`src/rtl/rx_page_responder.sv`:
```
module rx_page_responder #(
  parameter int BUF_BYTES  = 2048,
  parameter int SMALL_PAGE = 256,
  localparam int ADDR_W    = $clog2(BUF_BYTES),
  localparam int SMALL_SH  = $clog2(SMALL_PAGE),
  localparam int PAGE_W    = ADDR_W - SMALL_SH
) (
  input  logic              clk,
  input  logic              rst_n,
  input  logic              arm_valid,
  input  logic [PAGE_W-1:0] arm_page,
  input  logic              cfg_wr,
  input  logic              cfg_big,
  input  logic              irq_mask,
  input  logic              enq_valid,
  input  logic              rx_done,
  output logic              resp_valid,
  output logic              resp_ack,
  output logic [ADDR_W-1:0] page_base,
  output logic              ri,
  output logic              irq
);

  logic [PAGE_W-1:0] page_q;
  logic              big_q;

  always_ff @(posedge clk or negedge rst_n) begin
    if (!rst_n) begin
      ri     <= 1'b1;
      page_q <= '0;
    end else if (arm_valid) begin
      ri     <= 1'b0;
      page_q <= arm_page;
    end else if (rx_done) begin
      ri     <= 1'b1;
    end
  end

  always_ff @(posedge clk or negedge rst_n) begin
    if (!rst_n)      big_q <= 1'b0;
    else if (cfg_wr) big_q <= cfg_big;
  end

  always_ff @(posedge clk or negedge rst_n) begin
    if (!rst_n) begin
      resp_valid <= 1'b0;
      resp_ack   <= 1'b0;
    end else begin
      resp_valid <= enq_valid;
      if (enq_valid) resp_ack <= ~ri;
    end
  end

  logic [ADDR_W-1:0] base_small, base_big;
  assign base_small = ADDR_W'(page_q) << SMALL_SH;
  assign base_big   = ADDR_W'(page_q[PAGE_W-2:0]) << (SMALL_SH + 1);
  assign page_base  = big_q ? base_big : base_small;
  assign irq        = ri & irq_mask;


  rx_set_chk: assert property (@(posedge clk) disable iff (!rst_n)
    rx_done && !arm_valid |=> ri);


  arm_clear_chk: assert property (@(posedge clk) disable iff (!rst_n)
    arm_valid |=> !ri && page_q == $past(arm_page));


  resp_pulse_chk: assert property (@(posedge clk) disable iff (!rst_n)
    enq_valid |=> resp_valid);


  resp_idle_chk: assert property (@(posedge clk) disable iff (!rst_n)
    !enq_valid |=> !resp_valid);


  resp_kind_chk: assert property (@(posedge clk) disable iff (!rst_n)
    enq_valid |=> resp_ack == !$past(ri));


  ri_hold_chk: assert property (@(posedge clk) disable iff (!rst_n)
    ri && !arm_valid |=> ri);


  page_hold_chk: assert property (@(posedge clk) disable iff (!rst_n)
    !arm_valid |=> $stable(page_q));

endmodule

```
`config.mk`:
```
export PLATFORM = sky130hd
export DESIGN_NAME = rx_page_responder
export DESIGN_NICKNAME = d
export VERILOG_FILES = /design/src/rtl/rx_page_responder.sv
export SDC_FILE = /design/constraint.sdc
export NUM_CORES = 1
export LEC_CHECK = 0
export BUFFER_PORTS_ARGS = -buffer_cell sky130_fd_sc_hd__buf_2
export CORE_MARGIN = 2
export CORE_UTILIZATION = 25
export DETAILED_ROUTE_END_ITERATION = 10
export SYNTH_ARGS = -nofsm -noshare
export SYNTH_HDL_FRONTEND = slang
export SYNTH_SLANG_ARGS = --single-unit
```
`constraint.sdc`:
```
create_clock -name clk -period 1.2 [get_ports clk]
set_input_delay 0.24 -clock clk [delete_from_list [all_inputs] [get_ports clk]]
set_output_delay 0.24 -clock clk [all_outputs]
set_load 0.01 [all_outputs]
```
==> key figures, run 1 <==
Setup path
  – Family with the most delay on the worst path: flip-flops
  – CP bufs+invs: 1
  – Slowest cell on the critical path: dfrtp_1
  – R2R Setup Slk: 240 ps
  – Setup crit start kind: flop
  – CP peak stage delay: 410 ps
  – Largest fanout on the critical path: 3
  – Kind of critical path: reg2out
  – CP Data Arrival Time: 1080 ps
  – Reg-to-reg endpoint: big_q$_DFFE_PN0P_
  – Crit-path cells: mux2_4, buf_6
  – WP data required: 960 ps
  – R2R depth: 2
  – CP endpoint kind: output port
  – R2R Path Start: big_q$_DFFE_PN0P_

Routing
  – Via count: 238
  – WL final: 591 um
  – Routed WL per cell: 8.95 um
  – Post-DRT Antenna Nets: 0
  – DR DRC count: 0
  – Vias per cell: 3.61
  – First-pass iteration count of the detailed router: 2
  – First DRT Iteration DRCs: 3

Final layout
  – Fill cells: 138
  – Final net count: 63
  – P&R area growth vs syn: 41.4%
  – Share of post-route cells with drive strength above 1: 49.0%
  – Ant. Diodes: 0

Timing
  – Final hold violation count: 0
  – Layout Skew: 0.0396 ps
  – Max-slew violation count: 0
  – Fmax achieved: 756 MHz
  – Setup slack after layout: -123 ps
  – RSZ-0062 raised after global routing: yes
  – # setup viols final: 4
  – Final Critical Period: 1320 ps
  – Crit share post-route: 110%
  – Setup TNS: -356 ps

Hold path
  – Worst Hold Launch: enq_valid
  – Min-Delay Endpoint: resp_valid$_DFF_PN0_
  – Hold path depth: 1
  – Hold Crit Class: in2reg

Synthesis
  – Yosys warns: 0
  – Synth top area cells: dfrtp_1 44%, mux2_1 20%, buf_4 18%, dfstp_2 7.7%, mux2i_1 2.9%
  – FFs w/ async S/R, synth: 100%
  – Register area share after synthesis: 51.6%
  – Cells after Synth: 28
  – Seq cells post-synth: 7
  – Synth top area share: 44.0%
  – Cell Area, Synth: 342 sq um
  – Post-synth EDFFs: 0
  – Largest area contributor in the netlist: dfrtp_1
  – Commonest cells in the netlist: 8 x buf_4, 6 x dfrtp_1, 6 x mux2_1
  – Main synth FF type: dfrtp_1
  – Top-count cell post-synth: buf_4
  – Mean Syn Cell Area: 12.2 sq um
  – Synth cell types: 10

Pwr
  – Sw frac: 24.3%
  – Leak pwr: 0.262 nW
  – Clock Power Share: 33.4%
  – Gate power share: 21.6%
  – Int Power: 0.000463 W
  – Peak supply drop: 0.000464 V
  – Cell Pwr Density: 1260 nW/um^2
  – PnR Total Power: 0.000611 W
  – Reg power frac: 45.0%
  – Sw power: 0.000148 W

Die
  – Die ar.: 1680 sq um
  – # IOs: 26
  – Die Wd: 41.0 um
  – Initial Util: 26.6%
  – Die H: 41.0 um
  – Row Count: 13
  – Placeable Area: 1280 sq um

Clocking
  – Root buf cell: clkbuf_4
  – Clk pin slew, worst setup/hold paths: 50 ps
  – # H-tree levels: 1
  – Clk sinks: 7
  – Total CTS buffers: 3
  – Maximum clock path buffer count: 2
  – CTS tree: done
  – Skew-Pair Late Insertion Delay: 240 ps

Global routing
  – Largest net degree at the start of global routing: 8
  – First-pass GRT wire length: 841 um
  – Vias in the first global route: 240
  – GRT overflow: 0
  – GRT Util Overall: 8.66%
  – Initial antenna violation count: 0

Job
  – Max Cap Viol: 0

Status
  – Outcome: finished, violations left
  – Failing checks: negative setup slack

Place
  – Routability Congestion: 0.611
  – Pre-CTS setup slack: 116 ps
  – IO buf count: 17
worst register-to-register path, cell delays in order (launching register included):
cell and delay (ps):
dfrtp_1 410, buf_4 150, mux2_1 280
metal layers:
metal	part of all wire (%)	vias up	track usage [%]
met1	39	108	6.80
met3	11	0	4.89
met4	0	0	10.0
li1	-	119	-
met2	49	11	13.7
met5	0	-	0
worst max-delay path by stage:
stage,slack (ps),start,to,cells after the start
2_1_floorplan,220,big_q$_DFFE_PN0P_,page_base[10],1
3_3_place_gp,120,big_q$_DFFE_PN0P_,page_base[9],2
3_5_place_dp,120,big_q$_DFFE_PN0P_,page_base[9],2
4_1_cts,-140,big_q$_DFFE_PN0P_,page_base[10],2
5_1_grt,-180,big_q$_DFFE_PN0P_,page_base[10],2
6_report,-120,big_q$_DFFE_PN0P_,page_base[10],2
through the flow:
step	area, sq um	utilization (%)	cells	hold WS, ps
2_1_floorplan	368	-	35	-55.6
3_3_place_gp	412	32.0	59	78.9
3_5_place_dp	412	32.0	59	79.9
4_1_cts	483	37.6	66	122
5_1_grt	483	37.6	66	113
6_report	483	37.6	66	134
kinds of logic after synthesis:
kind of cell / synth area share, %
buffers and inverters: 18.7
muxes: 22.7
DFF: 51.6
and+or+nand+nor: 5.86
other: 1.10
power by group through the flow:
stage	registers (W)	clock network (W)	logic (W)
after floorplan	0.000278	0	0.0000679
after global placement	0.000277	0	0.0000984
after detailed placement	0.000278	0	0.0000995
after CTS	0.000275	0.000218	0.000134
after global routing	0.000278	0.000235	0.000146
final	0.000275	0.000204	0.000132
registers in the layout (all words and copies together) (netlist names):
name	flops
page_q	3
resp_ack	1
ri	1
big_q	1
resp_valid	1
area by class of cell:
class / instances / area, sq um / area share (%)
flip-flops and latches: 7 / 176 / 36.5
multi-input cells: 19 / 135 / 28.0
repair buffers: 20 / 123 / 25.4
clock buffers: 4 / 26.3 / 5.44
well taps: 15 / 18.8 / 3.89
inverters: 1 / 3.75 / 0.777
layout by cell type (no fill, tap or decap), types with 2 or more instances in the layout:
cell type	synthesis	layout
mux2_4	0	2
buf_4	8	2
mux2_1	6	4
buf_6	0	2
nor2_1	2	2
buf_2	0	15
dfrtp_1	6	6
clkbuf_4	0	3
conb_1	1	8
timing repair:
action / in CTS / in global routing
endpoints found under the setup margin: 3 / 4
setup buffers: 2 / 0
pin swaps: 1 / 0
endpoints found under the hold margin: 6 / 0
gates resized for setup: 4 / 0
hold buffers: 1 / 0
(Power assumes the default switching activity.)
==> inputs of run 2 (changes only) <==
--- a/config.mk
+++ b/config.mk
@@ -9,6 +9,7 @@
 export CORE_MARGIN = 2
 export CORE_UTILIZATION = 25
 export DETAILED_ROUTE_END_ITERATION = 10
+export RECOVER_POWER = 100
 export SYNTH_ARGS = -nofsm -noshare
 export SYNTH_HDL_FRONTEND = slang
 export SYNTH_SLANG_ARGS = --single-unit
==> key figures, run 2 (synthesis gave the netlist of run 1 again) <==
Timing
  – Setup TNS: -368 ps
  – Final hold violation count: 0
  – # setup viols final: 4
  – Layout Skew: 0.0385 ps
  – Fmax achieved: 756 MHz
  – Crit share post-route: 110%
  – Final Critical Period: 1320 ps
  – RSZ-0062 raised after global routing: yes
  – Worst hold margin: 142 ps
  – Setup slack after layout: -123 ps
  – Max-slew violation count: 0

Clocking
  – Skew-Pair Late Insertion Delay: 240 ps
  – Root buf cell: clkbuf_4
  – Maximum clock path buffer count: 2
  – # H-tree levels: 1
  – Clk pin slew, worst setup/hold paths: 50 ps
  – Total CTS buffers: 3
  – CTS tree: done
  – Clk sinks: 7

Pwr
  – Clock Power Share: 33.6%
  – Sw frac: 24.4%
  – Gate power share: 21.3%
  – Int Power: 0.000459 W
  – Cell Pwr Density: 1270 nW/um^2
  – Sw power: 0.000148 W
  – Reg power frac: 45.2%
  – Leak pwr: 0.251 nW
  – Peak supply drop: 0.000461 V
  – PnR Total Power: 0.000607 W

Status
  – Outcome: finished, violations left
  – Failing checks: negative setup slack

Setup path
  – Largest fanout on the critical path: 3
  – CP endpoint kind: output port
  – Setup crit start kind: flop
  – CP Data Arrival Time: 1080 ps
  – WP data required: 960 ps
  – Kind of critical path: reg2out

Place
  – IO buf count: 17
  – Routability Congestion: 0.611
  – Pre-CTS setup slack: 116 ps

Global routing
  – Largest net degree at the start of global routing: 8
  – Met2 usage: 13.7%
  – Vias in the first global route: 240
  – Initial antenna violation count: 0
  – Met1 usage: 6.80%
  – Met3 Resource Use GR: 4.89%
  – GRT Util Overall: 8.66%
  – Busiest grt layer: met2
  – First-pass GRT wire length: 841 um
  – GRT overflow: 0

Routing
  – Via count: 239
  – Post-DRT Antenna Nets: 0
  – Routed WL per cell: 8.79 um
  – First DRT Iteration DRCs: 2
  – DR DRC count: 0
  – WL final: 580 um
  – Vias per cell: 3.62
  – First-pass iteration count of the detailed router: 2

Final layout
  – Max FFs per register: 3
  – Share of post-route cells with drive strength above 1: 39.2%
  – Commonest non-fill, non-tap cell in the layout: buf_2
  – Ant. Diodes: 0
  – Most frequent cells in the layout: 11 x buf_2, 8 x conb_1, 6 x dfrtp_1
  – P&R area growth vs syn: 39.9%
  – Largest Register: page_q
  – Final net count: 63

Die
  – Placeable Area: 1280 sq um
  – Die H: 41.0 um
  – Initial Util: 26.6%
  – Die Wd: 41.0 um
  – # IOs: 26
  – Row Count: 13
  – Die ar.: 1680 sq um

Hold path
  – Hold Crit Class: in2reg

Job
  – Max Cap Viol: 0
==> run 2: cell count changes in the layout (fill, tap and decap cells not counted) <==
cell      before  now
buf_2         15   11
buf_4          2    1
clkbuf_1       1    5
clkbuf_4       3    4
dfstp_1        0    1
dfstp_2        1    0
==> run 2: metal layers <==
metal  routed length, um  up-vias
met3                  65        0
li1                    -      118
met4                   0        0
met1                 224      110
met2                 291       11
met5                   0        -
==> run 2: power groups by stage <==
stage / clock network [W] / logic [W] / registers, W
2_1_floorplan: 0 / 0.0000679 / 0.000278
3_3_place_gp: 0 / 0.0000984 / 0.000277
3_5_place_dp: 0 / 0.0000995 / 0.000278
4_1_cts: 0.000218 / 0.000134 / 0.000275
5_1_grt: 0.000235 / 0.000143 / 0.000277
6_report: 0.000204 / 0.000129 / 0.000274
==> run 2: through the flow <==
step | std cells | util [%] | cell area (sq um)
final | 66 | 37.2 | 478
after global routing | 66 | 37.2 | 478
after CTS | 66 | 37.6 | 483
after detailed placement | 59 | 32.0 | 412
after global placement | 59 | 32.0 | 412
after floorplan | 35 | - | 368
==> run 2: worst max-delay path: stages, from the launching register on <==
cell     delay (ps)
dfrtp_1         410
mux2_4          310
buf_6           120
==> run 2: final cells by class <==
| cell class | instances | area (sq um) |
|---|---|---|
| fill | 137 | 807 |
| multi-input combinational | 19 | 135 |
| sequential | 7 | 176 |
| inverter | 1 | 3.75 |
| clock buffer | 4 | 26.3 |
| tap | 15 | 18.8 |
| timing repair buffer | 20 | 118 |
==> run 2: final timing paths <==
| kind | cells past startpoint | slack [ps] | endpoint | from |
|---|---|---|---|---|
| setup / recovery | 2 | -120 | page_base[10] | big_q$_DFFE_PN0P_ |
| hold / removal | 1 | 140 | resp_valid$_DFF_PN0_ | enq_valid |
| setup reg to reg | 2 | 240 | big_q$_DFFE_PN0P_ | big_q$_DFFE_PN0P_ |
| hold reg to reg | 1 | 500 | page_q[2]$_DFFE_PN0P_ | page_q[2]$_DFFE_PN0P_ |
| max in group asynchronous | 2 | 480 | ri$_DFFE_PN1P_ | rst_n |
| min in group asynchronous | 2 | 420 | page_q[1]$_DFFE_PN0P_ | rst_n |
==> run 2: timing repair <==
item | CTS | global route
hold buffers | 1 | 0
setup endpoints to repair | 3 | 4
gates resized for setup | 4 | 0
pin swaps | 1 | 0
buffers inserted | 2 | 0
hold endpoints to repair | 6 | 0
==> inputs of run 3 (changes only) <==
--- a/config.mk
+++ b/config.mk
@@ -9,6 +9,7 @@
 export CORE_MARGIN = 2
 export CORE_UTILIZATION = 25
 export DETAILED_ROUTE_END_ITERATION = 10
+export PLACE_DENSITY_LB_ADDON = 0.05
 export RECOVER_POWER = 100
 export SYNTH_ARGS = -nofsm -noshare
 export SYNTH_HDL_FRONTEND = slang
==> key figures, run 3 (synthesis gave the netlist of run 1 again) <==
Status
  – Outcome: finished, violations left
  – Failing checks: negative setup slack

Hold path
  – Min-Delay Endpoint: resp_valid$_DFF_PN0_
  – Worst Hold Launch: enq_valid
  – Hold path depth: 1
  – Hold Crit Class: in2reg

Global routing
  – GRT overflow: 0
  – Vias in the first global route: 220
  – Largest net degree at the start of global routing: 8
  – First-pass GRT wire length: 786 um
  – Initial antenna violation count: 0
  – GRT Util Overall: 7.48%

Routing
  – First-pass iteration count of the detailed router: 1
  – DR DRC count: 0
  – WL final: 620 um
  – Post-DRT Antenna Nets: 0
  – Vias per cell: 3.52
  – First DRT Iteration DRCs: 0
  – Via count: 229
  – Routed WL per cell: 9.54 um

Timing
  – RSZ-0062 raised after global routing: yes
  – Crit share post-route: 113%
  – Setup slack after layout: -151 ps
  – Fmax achieved: 740 MHz
  – Final Critical Period: 1350 ps
  – Layout Skew: 6.88 ps
  – # setup viols final: 3
  – Final hold violation count: 0
  – Max-slew violation count: 0

Die
  – # IOs: 26
  – Initial Util: 26.6%
  – Placeable Area: 1280 sq um
  – Row Count: 13
  – Die H: 41.0 um
  – Die Wd: 41.0 um
  – Die ar.: 1680 sq um

Clocking
  – Maximum clock path buffer count: 2
  – Skew-Pair Late Insertion Delay: 250 ps
  – Clk sinks: 7
  – CTS tree: done
  – Clk pin slew, worst setup/hold paths: 60 ps
  – Root buf cell: clkbuf_4
  – Total CTS buffers: 3
  – # H-tree levels: 1

Setup path
  – CP Data Arrival Time: 1110 ps
  – WP data required: 960 ps
  – R2R Path Start: ri$_DFFE_PN1P_
  – Slowest cell on the critical path: dfrtp_1
  – R2R Setup Slk: 360 ps
  – Setup crit start kind: flop
  – CP peak stage delay: 420 ps
  – CP endpoint kind: output port
  – R2R depth: 2
  – Reg-to-reg endpoint: resp_ack$_DFFE_PN0P_
  – Crit path from: big_q$_DFFE_PN0P_
  – Crit-path cells: mux2_4, buf_6
  – Largest fanout on the critical path: 4
  – Kind of critical path: reg2out

Final layout
  – Commonest non-fill, non-tap cell in the layout: buf_2
  – Sequential Area: 176 sq um
  – Final net count: 62
  – Fill cells: 138
  – P&R area growth vs syn: 38.1%
  – Ant. Diodes: 0
  – Most frequent cells in the layout: 11 x buf_2, 8 x conb_1, 6 x dfrtp_1
  – Post-Layout Cell Count: 65
  – Largest Register: page_q
  – Max FFs per register: 3
  – Share of post-route cells with drive strength above 1: 42.0%
  – Multi-input combinational cell area: 135 sq um

Place
  – Routability Congestion: 0.545
  – Placed Instances: 59
  – DP HPWL: 510 um
  – Pre-CTS setup slack: 105 ps
  – IO buf count: 17

Pwr
  – Leak pwr: 0.249 nW
  – Sw frac: 26.1%
  – Reg power frac: 45.1%
  – Cell Pwr Density: 1290 nW/um^2
  – Gate power share: 20.5%
  – Peak supply drop: 0.000456 V
  – Int Power: 0.000451 W
  – Clock Power Share: 34.4%
  – PnR Total Power: 0.000610 W
  – Sw power: 0.000159 W

Job
  – Max Cap Viol: 0
-- run 3: cell count changes in the layout (fill, tap and decap cells not counted), sizes merged --
cell / before / now
clkinv: 0 / 1
clkbuf: 9 / 8
buf: 14 / 13
-- run 3: power by group through the flow --
| stage | clock network (W) | registers, W | logic, W |
|---|---|---|---|
| 2_1_floorplan | 0 | 0.000278 | 0.0000679 |
| 3_3_place_gp | 0 | 0.000276 | 0.0000988 |
| 3_5_place_dp | 0 | 0.000278 | 0.000101 |
| 4_1_cts | 0.000224 | 0.000275 | 0.000130 |
| 5_1_grt | 0.000240 | 0.000277 | 0.000136 |
| 6_report | 0.000210 | 0.000275 | 0.000125 |
-- run 3: how the worst max path moves through the flow --
| stage | to | cells after the start | slack (ps) |
|---|---|---|---|
| after floorplan | page_base[10] | 1 | 220 |
| after global placement | page_base[10] | 2 | 120 |
| after detailed placement | page_base[10] | 2 | 100 |
| after CTS | page_base[10] | 2 | -170 |
| after global routing | page_base[9] | 2 | -190 |
| final | page_base[10] | 2 | -150 |
-- run 3: worst max-delay path: cells and delay by family, from the launching register on --
kind     cells  cell delay (ps)
mux          1              320
buf+inv      1              120
flops        1              420
-- run 3: routing by layer --
metal,vias up,part of all wire [%],global-route usage [%]
met5,-,0,0
met4,0,0,5.00
met3,0,10,3.26
met2,14,48,12.5
met1,99,41,7.38
li1,116,-,-
-- run 3: through the flow --
stage | hold slack [ps] | cell area, sq um | setup TNS (ps) | utilization (%)
2_1_floorplan | -55.6 | 368 | 0 | -
3_3_place_gp | 82.1 | 412 | 0 | 32.0
3_5_place_dp | 87.4 | 412 | 0 | 32.0
4_1_cts | 118 | 477 | -424 | 37.1
5_1_grt | 140 | 472 | -507 | 36.7
6_report | 145 | 472 | -374 | 36.7
-- run 3: what timing repair did --
| action | in CTS | in global routing |
|---|---|---|
| pin swaps | 1 | 0 |
| hold endpoints to repair | 6 | 0 |
| resized for setup | 4 | 0 |
| hold buffers | 1 | 0 |
| buffers inserted | 1 | 0 |
| endpoints found under the setup margin | 3 | 4 |
-- run 3: final cells by class --
cell class | count | share of cell area (%)
sequential | 7 | 37.4
multi-input combinational | 19 | 28.6
timing repair buffer | 19 | 23.3
clock buffer | 3 | 4.77
tap | 15 | 3.98
clock inverter | 1 | 1.06
inverter | 1 | 0.796
